<file path="src/rtl/npc_pkg.sv">
package npc_pkg;

    localparam int XLEN     = 32;
    localparam int OPC_W    = 6;
    localparam int FUNCT_W  = 6;
    localparam int IMM_W    = 16;
    localparam int TGT_W    = 26;
    localparam int ALIGN_W  = 2;
    localparam int REGION_W = XLEN - TGT_W - ALIGN_W;
    localparam int SEXT_W   = XLEN - IMM_W - ALIGN_W;

    localparam logic [OPC_W-1:0]   OPC_SPECIAL = 6'd0;
    localparam logic [OPC_W-1:0]   OPC_JUMP    = 6'd2;
    localparam logic [OPC_W-1:0]   OPC_JLINK   = 6'd3;
    localparam logic [OPC_W-1:0]   OPC_BEQ     = 6'd4;
    localparam logic [OPC_W-1:0]   OPC_BNE     = 6'd5;
    localparam logic [FUNCT_W-1:0] FUNCT_JREG  = 6'h08;

    localparam logic [XLEN-1:0] INSTR_BYTES = XLEN'(4);

    typedef enum logic [2:0] {
        FLOW_SEQ,
        FLOW_BEQ,
        FLOW_BNE,
        FLOW_JABS,
        FLOW_JREG
    } flow_e;

    typedef struct packed {
        flow_e             flow;
        logic              link;
        logic [IMM_W-1:0]  imm;
        logic [TGT_W-1:0]  tgt;
    } dec_t;

    typedef struct packed {
        logic [XLEN-1:0] seq;
        logic [XLEN-1:0] br;
        logic [XLEN-1:0] jabs;
    } targets_t;

    typedef struct packed {
        logic [XLEN-1:0] npc;
        logic            taken;
        logic            link_we;
        logic [XLEN-1:0] link_data;
        logic            misalign;
    } npc_res_t;

    function automatic logic [XLEN-1:0] branch_disp(input logic [IMM_W-1:0] imm);
        return {{SEXT_W{imm[IMM_W-1]}}, imm, {ALIGN_W{1'b0}}};
    endfunction

endpackage

</file>
<file path="src/rtl/npc_decode.sv">
module npc_decode
    import npc_pkg::*;
(
    input  logic [XLEN-1:0] instr_i,
    input  logic            ind_jump_i,
    output dec_t            dec_o
);

    logic [OPC_W-1:0]   opc;
    logic [FUNCT_W-1:0] funct;

    assign opc   = instr_i[XLEN-1 -: OPC_W];
    assign funct = instr_i[FUNCT_W-1:0];

    always_comb begin
        dec_o.flow = FLOW_SEQ;
        dec_o.link = 1'b0;
        dec_o.imm  = instr_i[IMM_W-1:0];
        dec_o.tgt  = instr_i[TGT_W-1:0];
        case (opc)
            OPC_JUMP:  dec_o.flow = FLOW_JABS;
            OPC_JLINK: begin
                dec_o.flow = FLOW_JABS;
                dec_o.link = 1'b1;
            end
            OPC_BEQ:   dec_o.flow = FLOW_BEQ;
            OPC_BNE:   dec_o.flow = FLOW_BNE;
            OPC_SPECIAL: begin
                if (funct == FUNCT_JREG && ind_jump_i)
                    dec_o.flow = FLOW_JREG;
            end
            default:   dec_o.flow = FLOW_SEQ;
        endcase
    end

endmodule

</file>
<file path="src/rtl/npc_targets.sv">
module npc_targets
    import npc_pkg::*;
(
    input  logic [XLEN-1:0] pc_i,
    input  dec_t            dec_i,
    output targets_t        tgt_o
);

    always_comb begin
        tgt_o.seq  = pc_i + INSTR_BYTES;
        tgt_o.br   = tgt_o.seq + branch_disp(dec_i.imm);
        tgt_o.jabs = {pc_i[XLEN-1 -: REGION_W], dec_i.tgt, {ALIGN_W{1'b0}}};
    end

endmodule

</file>
<file path="src/rtl/npc_select.sv">
module npc_select
    import npc_pkg::*;
(
    input  dec_t            dec_i,
    input  targets_t        tgt_i,
    input  logic [XLEN-1:0] rs_val_i,
    input  logic [XLEN-1:0] rt_val_i,
    output npc_res_t        res_o
);

    logic same;
    assign same = (rs_val_i == rt_val_i);

    always_comb begin
        res_o.npc       = tgt_i.seq;
        res_o.taken     = 1'b0;
        res_o.misalign  = 1'b0;
        res_o.link_we   = dec_i.link;
        res_o.link_data = dec_i.link ? tgt_i.seq : '0;
        unique case (dec_i.flow)
            FLOW_BEQ: begin
                res_o.taken = same;
                res_o.npc   = same ? tgt_i.br : tgt_i.seq;
            end
            FLOW_BNE: begin
                res_o.taken = !same;
                res_o.npc   = same ? tgt_i.seq : tgt_i.br;
            end
            FLOW_JABS: begin
                res_o.taken = 1'b1;
                res_o.npc   = tgt_i.jabs;
            end
            FLOW_JREG: begin
                res_o.taken    = 1'b1;
                res_o.npc      = rs_val_i;
                res_o.misalign = |rs_val_i[ALIGN_W-1:0];
            end
            default: begin
                res_o.taken = 1'b0;
                res_o.npc   = tgt_i.seq;
            end
        endcase
    end

endmodule

</file>
<file path="src/rtl/npc_unit.sv">
module npc_unit
    import npc_pkg::*;
(
    input  logic            clk,
    input  logic            rst,
    input  logic [XLEN-1:0] pc_i,
    input  logic [XLEN-1:0] instr_i,
    input  logic [XLEN-1:0] rs_val_i,
    input  logic [XLEN-1:0] rt_val_i,
    input  logic            ind_jump_i,
    output logic [XLEN-1:0] npc_o,
    output logic            taken_o,
    output logic            link_we_o,
    output logic [XLEN-1:0] link_data_o,
    output logic            misalign_o
);

    dec_t     dec;
    targets_t tgts;
    npc_res_t res_d;
    npc_res_t res_q;

    npc_decode u_decode (
        .instr_i    (instr_i),
        .ind_jump_i (ind_jump_i),
        .dec_o      (dec)
    );

    npc_targets u_targets (
        .pc_i  (pc_i),
        .dec_i (dec),
        .tgt_o (tgts)
    );

    npc_select u_select (
        .dec_i    (dec),
        .tgt_i    (tgts),
        .rs_val_i (rs_val_i),
        .rt_val_i (rt_val_i),
        .res_o    (res_d)
    );

    always_ff @(posedge clk) begin
        if (rst) res_q <= '0;
        else     res_q <= res_d;
    end

    assign npc_o       = res_q.npc;
    assign taken_o     = res_q.taken;
    assign link_we_o   = res_q.link_we;
    assign link_data_o = res_q.link_data;
    assign misalign_o  = res_q.misalign;

endmodule

</file>
<file path="config.mk">
export PLATFORM = sky130hd
export DESIGN_NAME = npc_unit
export DESIGN_NICKNAME = d
export VERILOG_FILES = /design/src/rtl/npc_pkg.sv /design/src/rtl/npc_decode.sv /design/src/rtl/npc_targets.sv /design/src/rtl/npc_select.sv /design/src/rtl/npc_unit.sv
export SDC_FILE = /design/constraint.sdc
export NUM_CORES = 1
export LEC_CHECK = 0
export CAP_MARGIN = 40
export CORE_ASPECT_RATIO = 0.5
export CORE_MARGIN = 5
export CORE_UTILIZATION = 40
export DETAILED_ROUTE_END_ITERATION = 7
export PLACE_DENSITY = 0.78
export SLEW_MARGIN = 0
export SYNTH_ARGS = -nofsm -noshare
export SYNTH_HDL_FRONTEND = slang
export SYNTH_SLANG_ARGS = --single-unit
</file>
<file path="constraint.sdc">
create_clock -name clk -period 3.8 [get_ports clk]
set_clock_uncertainty 0.05 [all_clocks]
set_input_delay 0.76 -clock clk [delete_from_list [all_inputs] [get_ports clk]]
set_output_delay 0.76 -clock clk [all_outputs]
set_load 0.01 [all_outputs]
</file>
==> metrics, run 1 <==
Hold Path Depth 3; Register Area 1340 µm²; Flop pwr share between 30 and 40%; global route total overflow 0; Sw Ratio 30.5%; # clock sinks 67; count of cell types in the netlist 61; first-pass GRT wire length ~33000 µm; via count approximately 6000; #FFs+latches synth 67; Clock Power Share 32.9%; final worst-path cycle share 101%; CP Class primary input to flip-flop; Slew Viols, Final 0; cell row count 28; actual slew at the worst max-slew pin 0.693 ns; CTS tree yes; WL met3 1170 µm; CP startpoint kind primary input; dpl hpwl between 15000 and 20000 µm; Inserted Clock Buffers 9; vias per inst 5.52; largest net degree at the start of global routing 36; outcome finished, violations left; GP Congestion 0.953; min cycle time layout around 3.8 ns; Highest Clock Rate 261 MHz; Synth Area in Compound Gates 24.4%; CP required around 3.9 ns; Int Power 0.00165 W; Logic pwr share 36.2%; Cells after Synth 575; largest family of logic cells by synthesized area compound AO/OA/AOI/OAI gates; CTS Hold Bufs 0; Synth Area in XOR/XNOR 14.7%; main area contributors after synthesis dfxtp_1 (27%), xor2_1 (9.2%), ha_1 (8.9%), xnor2_1 (5.5%), a22o_1 (4.4%); pwr dens 273 nW/µm²; I/O Pins 198; Final ANT Viol Nets 0; worst setup margin -0.0253 ns; most frequent cells in the layout clkdlybuf4s50_1 (179), buf_4 (152), dfxtp_1 (67); Ant. Diodes 0; top sig layer met4; Initial Util 41.3%; post-synthesis adder-cell area fraction between 9 and 10%; Layout Utilization 72.7%; Hold Violations, Final 0; Psw 0.000725 W; hold endpoint link_data_o[2]; area grow syn2layout 76.1%; leak pwr about 3.7 nW; root buffer cell clkbuf_16; chip height 88.5 µm; number of global-route vias before repair 5927; metal2 WL about 10000 µm; Die Footprint 14800 µm²; async set or reset register ratio after synthesis 0%; initial DRC count ~370; layout cell share with drive strength beyond 1 24.3%; maximum root-to-sink buffer count 2; initial antenna violation count 0; area share of the largest cell type after synthesis approximately 27%; met1 WL 9380 µm; Avg Cell Area, Syn ~8.6 µm²; Die Wd 167 µm; ys flop type dfxtp_1; gr usage total 28.0%; final net count 1084; most common library cell in the layout ignoring fill and taps clkdlybuf4s50_1; Worst VDD drop 194 µV; Worst EP arrival roughly 4.0 ns; DRC Markers 0; Detailed Route WL 21700 µm; Synthesized Nets 742; Critical Path Fanout Max 5; # setup viols final 1; post-synthesis cell area 4930 µm²; Setup WS pre-CTS -0.722 ns; Max Cap Viol 0; clock-pin slew on the worst setup and hold paths roughly 0.06 ns; failing checks setup timing; Hold Startpoint pc_i[2]; slew margin rel. 53.7%; fraction of the mapped netlist area in simple logic gates 20.5%; Hold Crit Class primary input to flip-flop; RSZ-0062 raised after global routing true; CP endpoint kind flip-flop; multiplexer share of the synthesized area 0%; number of synthesized flops with an enable pin 0; filler cell count 888; H-Tree Depth 3; Syn. warnings 0; Seq/Total Area, Yosys between 20% and 30%; largest area contributor in the netlist dfxtp_1; Routed WL per cell between 15 and 20 µm; Core ar. 11900 µm²; DRT Pass-1 Iters 5; PortBufs 197; multi-input logic area about 3600 µm²
metal layers:
layer | global-route usage [%] | vias up
met5 | 0 | -
met4 | 8.76 | 0
met3 | 4.24 | 55
met2 | 49.2 | 256
met1 | 36.3 | 2879
li1 | - | 2808
worst max-delay path, cell delays in order:
cell             delay, ns
clkdlybuf4s15_1       0.19
and4_4                0.26
and2_4                0.21
nand2_4               0.07
nor2_2                0.12
xor2_1                0.23
ha_1                  0.28
a2111o_1              0.38
a31oi_2               0.17
nor2_1                0.09
a221o_1               0.39
nor4_2                0.36
o31ai_2               0.13
xnor2_1               0.23
o22ai_1               0.10
per-stage QoR:
| step | cell area, µm² | power (W) | std cells | hold WS [ns] | TNS, ns |
|---|---|---|---|---|---|
| floorplan | 4930 | 0.00109 | 575 | 0.782 | 0 |
| global placement | 8080 | 0.00153 | 1055 | 1.27 | -7.33 |
| detailed placement | 8080 | 0.00154 | 1055 | 1.28 | -8.97 |
| CTS | 8520 | 0.00234 | 1077 | 0.812 | 0 |
| global route | 8690 | 0.00247 | 1086 | 0.813 | -0.264 |
| finish | 8690 | 0.00237 | 1086 | 0.785 | -0.0253 |
worst max-delay path by stage:
stage               startpoint         to  cells after the start
global placement       pc_i[6]  npc_o[25]                     16
floorplan              pc_i[6]  npc_o[31]                     16
detailed placement     pc_i[6]  npc_o[25]                     16
global route           pc_i[4]  npc_o[31]                     16
finish                 pc_i[8]  npc_o[31]                     15
CTS                   pc_i[17]  npc_o[30]                     14
sequential cells by signal, indices dropped and copies added, names as in the netlist:
signal       count
link_data_o     32
npc_o           32
link_we_o        1
misalign_o       1
taken_o          1
area by class of cell:
| cell class | count | area share (%) |
|---|---|---|
| clock buffer | 11 | 2.79 |
| timing repair buffer | 354 | 36.6 |
| sequential | 67 | 15.4 |
| inverter | 16 | 0.691 |
| tap | 165 | 2.38 |
| multi-input combinational | 469 | 41.7 |
| clock inverter | 4 | 0.317 |
repair_timing:
| item | CTS | global route |
|---|---|---|
| gates resized for setup | 43 | 26 |
| pin swaps | 23 | 33 |
| buffers inserted | 7 | 9 |
| endpoints found under the setup margin | 15 | 6 |
power by group through the flow:
| stage | sequential, W | combinational (W) | clock [W] |
|---|---|---|---|
| detailed placement | 0.000749 | 0.000795 | 0 |
| CTS | 0.000734 | 0.000818 | 0.000789 |
| global placement | 0.000748 | 0.000786 | 0 |
| global route | 0.000736 | 0.000919 | 0.000818 |
| floorplan | 0.000761 | 0.000330 | 0 |
| finish | 0.000733 | 0.000859 | 0.000782 |
cells in the mapped netlist, drive strengths merged, types with 3 or more instances:
cell type  number
nor4           11
nor3            8
clkbuf         16
a221oi         19
a22oi           4
a21o           12
a21oi          34
o211ai          5
dfxtp          67
and4            6
a21boi          5
a211o           3
nand2b          4
nand2          34
o21a            6
nor2           50
ha             35
nand4          12
nand3          15
buf             7
and3            9
xnor2          31
a22o           25
o31ai           8
xor2           52
a31oi           5
and2           30
o21ai          14
o22ai           8
or2             3
inv            16
cells by family after synthesis:
logic type	count (synthesis)
compound gates	159
flops	67
fa+ha+maj	36
simple gates	191
buf+inv	39
xor+xnor	83
Power figures use the tool's default switching activity.
==> inputs of run 2 (changes only) <==
HOLD_SLACK_MARGIN = 0.08   (was not set)
MAX_ROUTING_LAYER = met4   (was not set)
==> metrics, run 2 (synthesis gave the netlist of run 1 again) <==
actual slew at the worst max-slew pin 0.728 ns (+0.0345 ns); leak pwr 3.77 nW (+0.66%); # setup viols final 0 (-1); Core ar. 11900 µm² (unchanged); final net count 1084 (unchanged); Routed WL per cell 20.3 µm (+1.9%); largest net degree at the start of global routing 36 (unchanged); total power draw 0.00245 W (+3.0%); RSZ-0062 raised after global routing true; GP Congestion 0.935 (-1.9%); Clock Power Share 34.9% (+2.0 points); Highest Clock Rate 270 MHz (+3.4%); H-Tree Depth 3 (unchanged); hold endpoint link_data_o[2]; Int Power 0.00173 W (+5.0%); via count 6003 (+0.083%); Initial Util 41.3% (unchanged); layout cell share with drive strength beyond 1 24.3% (unchanged); Hold Path Depth 3 (unchanged); most frequent cells in the layout clkdlybuf4s50_1 (180), buf_4 (149), dfxtp_1 (67); Hold Crit Class primary input to flip-flop; Psw 0.000714 W (-1.4%); pwr dens 280 nW/µm² (+2.4%); worst setup margin 0.100 ns (+0.126 ns); first-pass GRT wire length 32700 µm (+0.42%); Hold Startpoint pc_i[2]; Max Cap Viol 0 (unchanged); Detailed Route WL 22100 µm (+2.0%); area grow syn2layout 77.3%; Inserted Clock Buffers 9 (unchanged); PortBufs 197 (unchanged); CTS Hold Bufs 0 (unchanged); CP startpoint kind primary input; initial antenna violation count 0 (unchanged); Die Wd 167 µm (unchanged); slew margin rel. 51.3% (-2.3 points); maximum root-to-sink buffer count 2 (unchanged); I/O Pins 198 (unchanged); final worst-path cycle share 97.4% (-3.3 points); DRC Markers 0 (unchanged); outcome complete, no violations; root buffer cell clkbuf_16; initial DRC count 443 (+19%); Final ANT Viol Nets 0 (unchanged); clock-pin slew on the worst setup and hold paths 0.06 ns (about the same); Die Footprint 14800 µm² (unchanged); Critical Path Fanout Max 5 (unchanged); dpl hpwl 17600 µm (+2.5%); # clock sinks 67 (unchanged); Slew Viols, Final 0 (unchanged); Layout Utilization 73.2% (+0.47 points); setup TNS 0 ns (+0.0253 ns); Sw Ratio 29.2% (-1.3 points); Logic pwr share 35.1% (-1.1 points); Worst VDD drop 190 µV (-2.1%); Flop pwr share 30.0% (-0.9 points); cell row count 28 (unchanged); global route total overflow 0 (unchanged); most common library cell in the layout ignoring fill and taps clkdlybuf4s50_1; Hold Violations, Final 0 (unchanged); Setup WS pre-CTS -0.725 ns (-0.00307 ns); gr usage total 29.2% (+1.2 points); chip height 88.5 µm (unchanged); Worst EP arrival 3.90 ns (-0.07 ns); CP required 4.00 ns (+0.06 ns); CP Class primary input to flip-flop; CP endpoint kind flip-flop; DRT Pass-1 Iters 5 (unchanged); min cycle time layout 3.70 ns (-0.126 ns); CTS tree yes; vias per inst 5.52 (about the same); number of global-route vias before repair 6017 (+1.5%)
run 2: how the worst max path moves through the flow:
stage	startpoint	to	depth (start not counted)
2_1_floorplan	pc_i[6]	npc_o[31]	16
3_3_place_gp	pc_i[6]	npc_o[31]	17
3_5_place_dp	pc_i[6]	npc_o[31]	16
4_1_cts	pc_i[17]	npc_o[31]	16
5_1_grt	pc_i[6]	npc_o[27]	17
6_report	pc_i[6]	npc_o[27]	15
run 2: power by group through the flow:
stage | Clock [W] | Combinational (W) | Sequential [W]
floorplan | 0 | 0.000330 | 0.000761
global placement | 0 | 0.000791 | 0.000748
detailed placement | 0 | 0.000802 | 0.000749
CTS | 0.000861 | 0.000823 | 0.000734
global route | 0.000900 | 0.000915 | 0.000736
finish | 0.000853 | 0.000859 | 0.000734
run 2: stage by stage:
step / area [µm²] / std cells / hold WS, ns
3_3_place_gp: 8100 / 1056 / 1.27
4_1_cts: 8560 / 1078 / 0.840
5_1_grt: 8740 / 1086 / 0.828
3_5_place_dp: 8100 / 1056 / 1.28
2_1_floorplan: 4930 / 575 / 0.782
6_report: 8750 / 1087 / 0.826
run 2: critical path, cell delays in order:
cell,delay (ns)
dlygate4sd2_1,0.22
and4_4,0.26
and2_4,0.19
nand2_4,0.07
nor2_1,0.11
xor2_1,0.29
ha_1,0.33
a21o_1,0.21
a31oi_1,0.26
nor2_1,0.12
a221o_1,0.39
o21ai_4,0.20
a21oi_1,0.11
o21a_1,0.17
o31ai_1,0.19
run 2: per-layer routing:
metal / up-vias / part of all wire [%] / GRT usage, %
met2: 203 / 49 / 49.7
met1: 2952 / 44 / 36.8
met4: 0 / 2.5 / 9.28
li1: 2808 / - / -
met3: 40 / 4.8 / 3.79
met5: - / 0 / -
run 2: timing repair:
action / in CTS / in global routing
resized for setup: 44 / 27
setup endpoints to repair: 12 / 10
pin swaps: 18 / 31
buffers inserted: 7 / 8
run 2: area by class of cell:
class | instances | area [µm²]
Antenna cell | 1 | 2.50
Clock buffer | 11 | 253
Clock inverter | 4 | 50.0
Fill cell | 907 | 3200
Inverter | 16 | 60.1
Multi-Input combinational cell | 469 | 3630
Sequential cell | 67 | 1340
Tap cell | 165 | 206
Timing Repair Buffer | 354 | 3200
